[src/rtl/predec_pkg.sv]
package predec_pkg;

    localparam int HALF_W = 16;
    localparam int REG_W  = 4;
    localparam int OPC_W  = 6;
    localparam int COND_W = 7;

    // first halfword layout
    localparam int LEN_BIT  = 0;
    localparam int SEL_BIT  = 1;
    localparam int OPC_LSB  = 2;
    localparam int SRCB_LSB = 8;
    localparam int SRCA_LSB = 12;

    // upper halfword layout of extended forms (positions inside the halfword)
    localparam int XCOND_LSB = 4;
    localparam int XIMM_BIT  = 11;
    localparam int XDST_LSB  = 12;

    typedef enum logic [2:0] {
        FORM_SHORT_REG = 3'd0,
        FORM_SHORT_IMM = 3'd1,
        FORM_LONG_IMM  = 3'd2,
        FORM_EXT_REG   = 3'd3,
        FORM_EXT_IMM   = 3'd4
    } form_e;

    typedef enum logic {
        ST_FIRST_HALF  = 1'b0,
        ST_SECOND_HALF = 1'b1
    } seq_state_e;

    typedef struct packed {
        form_e              form;
        logic               is_long;
        logic [OPC_W-1:0]   opcode;
        logic [REG_W-1:0]   src_a;
        logic [REG_W-1:0]   src_b;
        logic [REG_W-1:0]   dst;
        logic [COND_W-1:0]  cond;
    } rec_hdr_t;

endpackage

[src/rtl/predec_imm4.sv]
module predec_imm4
    import predec_pkg::*;
#(
    parameter int DATA_W = 32
) (
    input  logic [REG_W-1:0]  code,
    output logic [DATA_W-1:0] value
);

    localparam int NARROW_W = REG_W + 2;

    logic [NARROW_W-1:0] narrow;

    // negative codes double, 4..7 double, 0..3 double and add sixteen
    always_comb begin
        unique case (code[3:2])
            2'b00:   narrow = {3'b010, code[1:0], 1'b0};
            2'b01:   narrow = {1'b0, code, 1'b0};
            default: narrow = {code[3], code, 1'b0};
        endcase
    end

    assign value = {{(DATA_W-NARROW_W){narrow[NARROW_W-1]}}, narrow};

endmodule

[src/rtl/predec_fields.sv]
module predec_fields
    import predec_pkg::*;
#(
    parameter int DATA_W          = 32,
    parameter bit LONG_IMM_SIGNED = 1'b0
) (
    input  logic [HALF_W-1:0] lo,
    input  logic [HALF_W-1:0] hi,
    input  logic              is_long,
    output rec_hdr_t          hdr,
    output logic [DATA_W-1:0] imm
);

    logic [REG_W-1:0]  si4;
    logic [DATA_W-1:0] short_imm;
    logic [DATA_W-1:0] long_imm;
    logic [DATA_W-1:0] table_imm;

    assign si4       = lo[SRCA_LSB +: REG_W];
    assign short_imm = {{(DATA_W-REG_W){si4[REG_W-1]}}, si4};

    generate
        if (LONG_IMM_SIGNED) begin : g_long_sext
            assign long_imm = {{(DATA_W-HALF_W){hi[HALF_W-1]}}, hi};
        end else begin : g_long_zext
            assign long_imm = {{(DATA_W-HALF_W){1'b0}}, hi};
        end
    endgenerate

    predec_imm4 #(.DATA_W(DATA_W)) u_imm4 (
        .code  (si4),
        .value (table_imm)
    );

    always_comb begin
        hdr.is_long = is_long;
        hdr.opcode  = lo[OPC_LSB +: OPC_W];
        hdr.src_a   = si4;
        hdr.src_b   = lo[SRCB_LSB +: REG_W];
        hdr.dst     = lo[SRCB_LSB +: REG_W];
        hdr.cond    = '0;
        hdr.form    = FORM_SHORT_REG;
        imm         = '0;
        if (!is_long) begin
            if (lo[SEL_BIT]) begin
                hdr.form = FORM_SHORT_IMM;
                imm      = short_imm;
            end
        end else if (!lo[SEL_BIT]) begin
            hdr.form = FORM_LONG_IMM;
            hdr.dst  = si4;
            imm      = long_imm;
        end else begin
            hdr.dst  = hi[XDST_LSB +: REG_W];
            hdr.cond = hi[XCOND_LSB +: COND_W];
            if (hi[XIMM_BIT]) begin
                hdr.form = FORM_EXT_IMM;
                imm      = table_imm;
            end else begin
                hdr.form = FORM_EXT_REG;
            end
        end
    end

endmodule

[src/rtl/predec_ctrl.sv]
module predec_ctrl
    import predec_pkg::*;
(
    input  logic clk,
    input  logic rst_n,
    input  logic flush,
    input  logic in_valid,
    input  logic in_lsb,
    input  logic out_valid,
    input  logic out_ready,
    output logic in_ready,
    output logic grab_lo,
    output logic emit,
    output logic emit_long
);

    seq_state_e state_q;
    seq_state_e state_d;
    logic       fire;

    always_ff @(posedge clk) begin
        if (!rst_n) begin
            state_q <= ST_FIRST_HALF;
        end else begin
            state_q <= state_d;
        end
    end

    always_comb begin
        in_ready  = !flush && (!out_valid || out_ready);
        fire      = in_valid && in_ready;
        grab_lo   = 1'b0;
        emit      = 1'b0;
        emit_long = 1'b0;
        state_d   = state_q;
        if (flush) begin
            state_d = ST_FIRST_HALF;
        end else begin
            unique case (state_q)
                ST_FIRST_HALF: begin
                    if (fire) begin
                        if (in_lsb) begin
                            grab_lo = 1'b1;
                            state_d = ST_SECOND_HALF;
                        end else begin
                            emit = 1'b1;
                        end
                    end
                end
                ST_SECOND_HALF: begin
                    if (fire) begin
                        emit      = 1'b1;
                        emit_long = 1'b1;
                        state_d   = ST_FIRST_HALF;
                    end
                end
            endcase
        end
    end

endmodule

[src/rtl/insn_predecoder.sv]
module insn_predecoder
    import predec_pkg::*;
#(
    parameter int DATA_W          = 32,
    parameter bit LONG_IMM_SIGNED = 1'b0
) (
    input  logic              clk,
    input  logic              rst_n,
    input  logic              flush,
    input  logic              in_valid,
    output logic              in_ready,
    input  logic [15:0]       in_half,
    output logic              out_valid,
    input  logic              out_ready,
    output logic [2:0]        out_form,
    output logic              out_long,
    output logic [5:0]        out_opcode,
    output logic [3:0]        out_src_a,
    output logic [3:0]        out_src_b,
    output logic [3:0]        out_dst,
    output logic [DATA_W-1:0] out_imm,
    output logic [6:0]        out_cond
);

    logic              grab_lo;
    logic              emit;
    logic              emit_long;
    logic [HALF_W-1:0] lo_q;
    logic [HALF_W-1:0] dec_lo;
    logic [HALF_W-1:0] dec_hi;
    rec_hdr_t          dec_hdr;
    logic [DATA_W-1:0] dec_imm;
    rec_hdr_t          rec_q;
    logic [DATA_W-1:0] imm_q;
    logic              valid_q;

    predec_ctrl u_ctrl (
        .clk       (clk),
        .rst_n     (rst_n),
        .flush     (flush),
        .in_valid  (in_valid),
        .in_lsb    (in_half[LEN_BIT]),
        .out_valid (valid_q),
        .out_ready (out_ready),
        .in_ready  (in_ready),
        .grab_lo   (grab_lo),
        .emit      (emit),
        .emit_long (emit_long)
    );

    always_ff @(posedge clk) begin
        if (!rst_n) begin
            lo_q <= '0;
        end else if (grab_lo) begin
            lo_q <= in_half;
        end
    end

    assign dec_lo = emit_long ? lo_q : in_half;
    assign dec_hi = emit_long ? in_half : '0;

    predec_fields #(
        .DATA_W          (DATA_W),
        .LONG_IMM_SIGNED (LONG_IMM_SIGNED)
    ) u_fields (
        .lo      (dec_lo),
        .hi      (dec_hi),
        .is_long (emit_long),
        .hdr     (dec_hdr),
        .imm     (dec_imm)
    );

    always_ff @(posedge clk) begin
        if (!rst_n) begin
            valid_q <= 1'b0;
            rec_q   <= '0;
            imm_q   <= '0;
        end else if (emit) begin
            valid_q <= 1'b1;
            rec_q   <= dec_hdr;
            imm_q   <= dec_imm;
        end else if (out_ready) begin
            valid_q <= 1'b0;
        end
    end

    assign out_valid  = valid_q;
    assign out_form   = rec_q.form;
    assign out_long   = rec_q.is_long;
    assign out_opcode = rec_q.opcode;
    assign out_src_a  = rec_q.src_a;
    assign out_src_b  = rec_q.src_b;
    assign out_dst    = rec_q.dst;
    assign out_imm    = imm_q;
    assign out_cond   = rec_q.cond;

endmodule


[config.mk]
export PLATFORM = sky130hd
export DESIGN_NAME = insn_predecoder
export DESIGN_NICKNAME = d
export VERILOG_FILES = /design/src/rtl/predec_pkg.sv /design/src/rtl/predec_imm4.sv /design/src/rtl/predec_fields.sv /design/src/rtl/predec_ctrl.sv /design/src/rtl/insn_predecoder.sv
export SDC_FILE = /design/constraint.sdc
export NUM_CORES = 1
export LEC_CHECK = 0
export ABC_AREA = 1
export BUFFER_PORTS_ARGS = -buffer_cell sky130_fd_sc_hd__buf_2
export CAP_MARGIN = 30
export CORE_AREA = 3 3 79 81
export CTS_CLUSTER_DIAMETER = 40
export DETAILED_ROUTE_END_ITERATION = 16
export DIE_AREA = 0 0 82 84
export HOLD_SLACK_MARGIN = 0.08
export PLACE_DENSITY = 0.75
export SLEW_MARGIN = 40
export SYNTH_ARGS = -nofsm -noshare
export SYNTH_HDL_FRONTEND = slang
export SYNTH_SLANG_ARGS = --single-unit
export TNS_END_PERCENT = 10
[constraint.sdc]
create_clock -name clk -period 1.7 [get_ports clk]
set_input_delay 0.17 -clock clk [delete_from_list [all_inputs] [get_ports clk]]
set_output_delay 0.17 -clock clk [all_outputs]
set_load 0.05 [all_outputs]
==> key figures, run 1 <==
Route
  • Via Count: 2775
  • Post-route ant nets: 0
  • Drt total wl: 7.43 mm
  • First DRT Iteration DRCs: 189
  • Drt pass-1 iters: 4
  • Post-route DRC: 0
  • Via density: 5.16
  • Drt wl/cell: 13.8 µm

Power and ir drop
  • Pwr Density: 936 nW/µm²
  • Worst VDD drop: 0.587 mV
  • Leak Pwr: 0.00175 µW

Clock network
  • CTS H-tree depth: 3
  • Root Driver: clkbuf_8
  • TritonCTS clock tree: done
  • CTS max path bufs: 2
  • Postcts setup bufs: 0
  • Num Clock Sinks: 63
  • Worst-Skew Late Latency: 0.33 ns
  • Total CTS buffers: 9
  • Clock transition at path regs: 0.07 ns

Global route
  • GRT Overall Usage: 0.231
  • Vias in the first global route: 2622
  • Largest net degree at the start of global routing: 19
  • First-pass GRT wire length: 12.4 mm
  • Global route overflow: 0
  • Initial antenna violation count: 0

Floorplan
  • I/O pin cnt: 84
  • Die area: 6890 µm²
  • Chip height: 84 µm
  • Placement row count: 27
  • Core Area: 5540 µm²
  • Chip width: 82 µm
  • Initial Util: 0.503

STA
  • Minimum clock period: 1.53 ns
  • Slew headroom: 0.695
  • Worst clock skew: 0.00554 ns
  • Max-slew violations: 0
  • TNS Setup: 0 ns
  • Final period utilization: 0.902
  • # setup viols final: 0
  • RSZ-0062 raised after global routing: false
  • Max Fclk: 652 MHz
  • Final Hold Fails: 0
  • Measured slew at the worst slew-check pin: 0.457 ns

Setup path
  • Setup Crit Path Kind: register to register
  • CP Capture Type: register
  • Arr. time, crit path: 1.81 ns
  • CP max-delay cell: dfxtp_2
  • Crit-path max FO: 13
  • Crit-path max cell delay: 0.34 ns
  • Crit-path cells: nand2_1, nand4_4, buf_4, nor3_4, nand2_2, nand3_1, nand2_1, inv_1
  • WP data required: 1.98 ns
  • Most frequent CP cell: nand2_1
  • Critical path startpoint category: register

Synth
  • Synthesized cell area: 2790 µm²
  • Post-synth top area cell: dfxtp_1
  • Area contributors post-synth: dfxtp_1, nand2_1, nor2_1, o21ai_0, inv_1
  • Synth top area share: 0.453
  • Yosys cell types: 29
  • Post-Syn Instances: 385
  • Syn_area_per_cell: 7.23 µm²
  • Register area share after synthesis: 0.453
  • Seq cells post-synth: 63
  • Yosys Warn Count: 0
  • Syn Nets: 406

Final layout
  • FILL cells: 542
  • Final Util: 0.610
  • Synth-to-Final Area Change: 21.4%
  • Diode count: 0
  • Share of post-route cells with drive strength above 1: 0.268
  • Nets: 484

Status
  • Status: finished, final reports clean

Place
  • Final HPWL DP: 5.45 mm
  • IO Port Bufs: 83
  • Gpl congestion: 0.857

Min path
  • Hold/Removal Path Class: primary input to register

Flow run
  • Max Cap Viol: 0
[cell usage after synthesis]
| master | n |
|---|---|
| nand2_1 | 83 |
| dfxtp_1 | 63 |
| nor2_1 | 59 |
| o21ai_0 | 39 |
| inv_1 | 35 |
| a21oi_1 | 20 |
| nand3_1 | 18 |
| buf_4 | 16 |
| a22oi_1 | 7 |
| buf_2 | 6 |
| clkbuf_1 | 6 |
| inv_2 | 5 |
| o211ai_1 | 5 |
| nand4_1 | 4 |
| a22o_1 | 2 |
| buf_1 | 2 |
| nor2_2 | 2 |
| o21ai_1 | 2 |
| a211oi_1 | 1 |
| a21oi_4 | 1 |
| buf_6 | 1 |
| clkbuf_2 | 1 |
| nand2_2 | 1 |
| nand3_4 | 1 |
| nand3b_1 | 1 |
| nand4_4 | 1 |
| nor3_1 | 1 |
| nor3_4 | 1 |
| or2_2 | 1 |
[metrics by stage]
stage	instance area (µm²)	hold WS, ns	cells	total power [µW]	worst slack, ns
6_report	3380	0.109	538	3170	0.166
5_1_grt	3380	0.128	538	3290	0.0103
4_1_cts	3380	0.109	538	3170	0.0813
3_5_place_dp	3220	0.406	523	2150	0.103
3_3_place_gp	3220	0.409	523	2150	0.147
2_1_floorplan	2790	0.248	385	2020	0.0103
[repair_timing]
item                                   in CTS  in global routing
resized for setup                           0                  2
setup endpoints to repair                   0                 31
hold buffers                                1                  0
endpoints found under the hold margin       1                  0
[placed cells by master (no fill, tap or decap), types with 3 or more instances in the layout]
cell type and count:
nor2_2 3, a22oi_1 7, inv_1 35, buf_4 14, nand2_1 83, nand3_1 18, dfxtp_1 61, nand4_1 4
nor2_1 58, clkbuf_8 9, inv_2 4, clkbuf_1 3, o21ai_0 39, a21oi_1 20, o211ai_1 5, buf_2 83
[cells by family after synthesis]
| logic type | after synthesis | share of synthesized area |
|---|---|---|
| simple gates | 173 | 0.266 |
| compound gates | 77 | 0.157 |
| buf+inv | 72 | 0.124 |
| flops | 63 | 0.453 |
[worst paths after layout]
check	from	end	slack (ns)	cells after the start
worst min register to register	out_imm[4]	out_imm[4]	0.45	2
worst max-delay path	out_valid	out_imm[6]	0.17	8
worst max register to register	out_valid	out_imm[6]	0.17	8
worst min-delay path	in_half[4]	out_cond[0]	0.11	3
[cell type report]
| cell class | instances | area [µm²] | area share |
|---|---|---|---|
| Inverter | 40 | 153 | 0.0451 |
| Clock buffer | 12 | 135 | 0.0400 |
| Sequential cell | 63 | 1260 | 0.374 |
| Clock inverter | 2 | 10.0 | 0.00296 |
| Timing Repair Buffer | 99 | 551 | 0.163 |
| Multi-Input combinational cell | 250 | 1180 | 0.349 |
| Tap cell | 72 | 90.1 | 0.0266 |
[critical path, delay by kind of cell (launching register included)]
kind,cells,cell delay (ns)
simple gates,6,0.84
flops,1,0.34
buf+inv,2,0.27
[sequential cells by signal, indices dropped and copies added (netlist names)]
| signal | count |
|---|---|
| out_dst | 4 |
| lo_q | 15 |
| out_valid | 1 |
| out_cond | 7 |
| out_src_b | 4 |
| out_long | 1 |
| out_imm | 17 |
| out_opcode | 6 |
| out_form | 3 |
| out_src_a | 4 |
| u_ctrl.state_q | 1 |
[metal layers]
layer | share of wire | GRT usage | up-vias | wire length, µm
li1 | - | - | 1376 | -
met1 | 0.44 | 0.295 | 1280 | 3240
met2 | 0.48 | 0.377 | 106 | 3530
met3 | 0.072 | 0.0475 | 13 | 536
met4 | 0.016 | 0.0831 | 0 | 120
met5 | 0 | 0 | - | 0
[report_power, final]
group	internal (µW)	leakage, µW	switching, µW
Combinational	134	0.00116	417
Sequential	1540	0.000514	36.9
Clock	509	0.0000761	530
(Power assumes the default switching activity.)
==> run 2, diff against run 1 <==
--- a/config.mk
+++ b/config.mk
@@ -8,10 +8,12 @@
 export ABC_AREA = 1
 export BUFFER_PORTS_ARGS = -buffer_cell sky130_fd_sc_hd__buf_2
 export CAP_MARGIN = 30
-export CORE_AREA = 3 3 79 81
+export CELL_PAD_IN_SITES_DETAIL_PLACEMENT = 1
+export CELL_PAD_IN_SITES_GLOBAL_PLACEMENT = 2
+export CORE_AREA = 3 3 81 141
 export CTS_CLUSTER_DIAMETER = 40
 export DETAILED_ROUTE_END_ITERATION = 16
-export DIE_AREA = 0 0 82 84
+export DIE_AREA = 0 0 84 144
 export HOLD_SLACK_MARGIN = 0.08
 export PLACE_DENSITY = 0.75
 export SLEW_MARGIN = 40
==> key figures, run 2 (synthesis results as in run 1) <==
Setup path
  • CP delay by family, top: simple AND/OR/NAND/NOR gates
  • Crit-path max FO: 8 (-5)
  • Crit-path max cell delay: 0.34 ns (about the same)
  • WP buf/inv: 2 (unchanged)
  • Crit-path cells: a21oi_4, nand2_1, nor2_1, buf_4, inv_1, nor2_1, nor2_1
  • Most frequent CP cell: nor2_1
  • WP data required: 1.92 ns (-0.06 ns)
  • Arr. time, crit path: 1.76 ns (-0.05 ns)
  • Crit path depth: 7 (-1)
  • CP max-delay cell: dfxtp_2
  • CP Capture Type: register
  • Critical path startpoint category: register
  • Setup Crit Path Kind: register to register
  • Worst-case reg-to-reg path depth: 7 (-1)

STA
  • TNS Setup: 0 ns (unchanged)
  • Slew headroom: 0.665 (-0.0294)
  • Measured slew at the worst slew-check pin: 0.501 ns (+0.0441 ns)
  • Worst clock skew: 0.00394 ns (-0.00160 ns)
  • Max Fclk: 651 MHz (-0.17%)
  • Max-slew violations: 0 (unchanged)
  • Final hold slack: 0.130 ns (+0.0212 ns)
  • Final period utilization: 0.904 (+0.00150)
  • RSZ-0062 raised after global routing: false
  • Final Hold Fails: 0 (unchanged)
  • # setup viols final: 0 (unchanged)
  • Minimum clock period: 1.54 ns (+0.00255 ns)

Power and ir drop
  • Pwr Density: 1070 nW/µm² (+14%)
  • Leak Pwr: 0.00181 µW (+3.6%)
  • Worst VDD drop: 0.498 mV (-15%)

Floorplan
  • Core Area: 10400 µm² (+87%)
  • Chip width: 84 µm (+2.4%)
  • Initial Util: 0.269 (-0.234)
  • Placement row count: 49 (+81%)
  • Chip height: 144 µm (+71%)
  • Die area: 12100 µm² (+76%)
  • I/O pin cnt: 84 (unchanged)

Clock network
  • Resized cells post-CTS: 0 (unchanged)
  • Worst-Skew Late Latency: 0.33 ns (about the same)
  • Clock transition at path regs: 0.05 ns (-0.02 ns)
  • TritonCTS clock tree: done
  • Root Driver: clkbuf_16
  • Hold Buf Count CTS: 0 (-1)
  • Num Clock Sinks: 63 (unchanged)
  • CTS H-tree depth: 3 (unchanged)
  • CTS max path bufs: 2 (unchanged)
  • Total CTS buffers: 9 (unchanged)
  • Postcts setup bufs: 0 (unchanged)

Place
  • Placement Cell Area: 3310 µm² (+2.6%)
  • Cells after DPL: 580 (+11%)
  • Gpl congestion: 0.787 (-8.3%)
  • Final HPWL DP: 7.51 mm (+38%)
  • IO Port Bufs: 83 (unchanged)

Route
  • Via Count: 2785 (+0.36%)
  • Via density: 4.69 (-9.1%)
  • Drt wl/cell: 16.3 µm (+18%)
  • First DRT Iteration DRCs: 89 (-53%)
  • Drt total wl: 9.66 mm (+30%)
  • Post-route DRC: 0 (unchanged)
  • Post-route ant nets: 0 (unchanged)
  • Drt pass-1 iters: 4 (unchanged)

Final layout
  • Final Util: 0.345 (-0.266)
  • Share of post-route cells with drive strength above 1: 0.270 (+0.00157)
  • Diode count: 0 (unchanged)
  • Synth-to-Final Area Change: 28.3%
  • Cell Count, Final, Fillers Out: 594 (+10%)
  • Nets: 485 (+0.21%)
  • FILL cells: 1313 (+140%)
  • Max FFs per register: 17 (unchanged)
  • Most frequent cells in the layout: nand2_1, buf_2, dfxtp_1
  • Final instance area: 3570 µm² (+5.6%)

Min path
  • Hold Path Cell Cnt: 3 (unchanged)
  • Hold/Removal Path Class: primary input to register

Global route
  • Largest net degree at the start of global routing: 27 (+8)
  • First-pass GRT wire length: 15.4 mm (+24%)
  • Initial antenna violation count: 0 (unchanged)
  • GRT Overall Usage: 0.166 (-0.0642)
  • Vias in the first global route: 2913 (+11%)
  • Global route overflow: 0 (unchanged)

Flow run
  • Max Cap Viol: 0 (unchanged)

Status
  • Status: finished, final reports clean
[run 2: cell types whose count changed in the layout (fill, tap and decap cells not counted), sizes merged]
cell         change
clkbuf           +1
clkinv           -1
buf              +2
dlygate4sd3      -1
[run 2: tightest hold or removal path, delay by kind of cell]
family                 cells  cell delay [ns]
AND/OR/NAND/NOR            2             0.14
buffers and inverters      1             0.11
[run 2: through the flow]
step | setup slack (ns) | total power (µW)
2_1_floorplan | 0.0103 | 2020
3_3_place_gp | 0.166 | 2170
3_5_place_dp | 0.123 | 2180
4_1_cts | 0.134 | 3870
5_1_grt | 0.0281 | 3970
6_report | 0.163 | 3820
[run 2: final timing paths]
path	from	end	slack [ns]
hold reg to reg	out_long	out_long	0.45
setup reg to reg	out_valid	lo_q[5]	0.16
setup / recovery	out_valid	lo_q[5]	0.16
hold / removal	in_half[2]	lo_q[2]	0.13
[run 2: area by class of cell]
| type | instances | area, µm² | area share |
|---|---|---|---|
| tap | 127 | 159 | 0.0445 |
| sequential | 63 | 1260 | 0.353 |
| clock inverter | 1 | 5.00 | 0.00140 |
| timing repair buffer | 100 | 556 | 0.156 |
| multi-input combinational | 250 | 1180 | 0.330 |
| inverter | 40 | 153 | 0.0427 |
| clock buffer | 13 | 260 | 0.0729 |
[run 2: layer usage]
metal  track usage  routed length [µm]  up-vias
met5             0                   0        -
met1         0.174                3790     1321
li1              -                   -     1375
met4        0.0746                 232        0
met2         0.323                5270       72
met3        0.0268                 372       17
[run 2: power by group]
group	switching, µW	internal (µW)	leakage, µW
Combinational	433	136	0.00117
Sequential	37.6	1540	0.000513
Clock	626	1050	0.000132
Total	1100	2720	0.00181
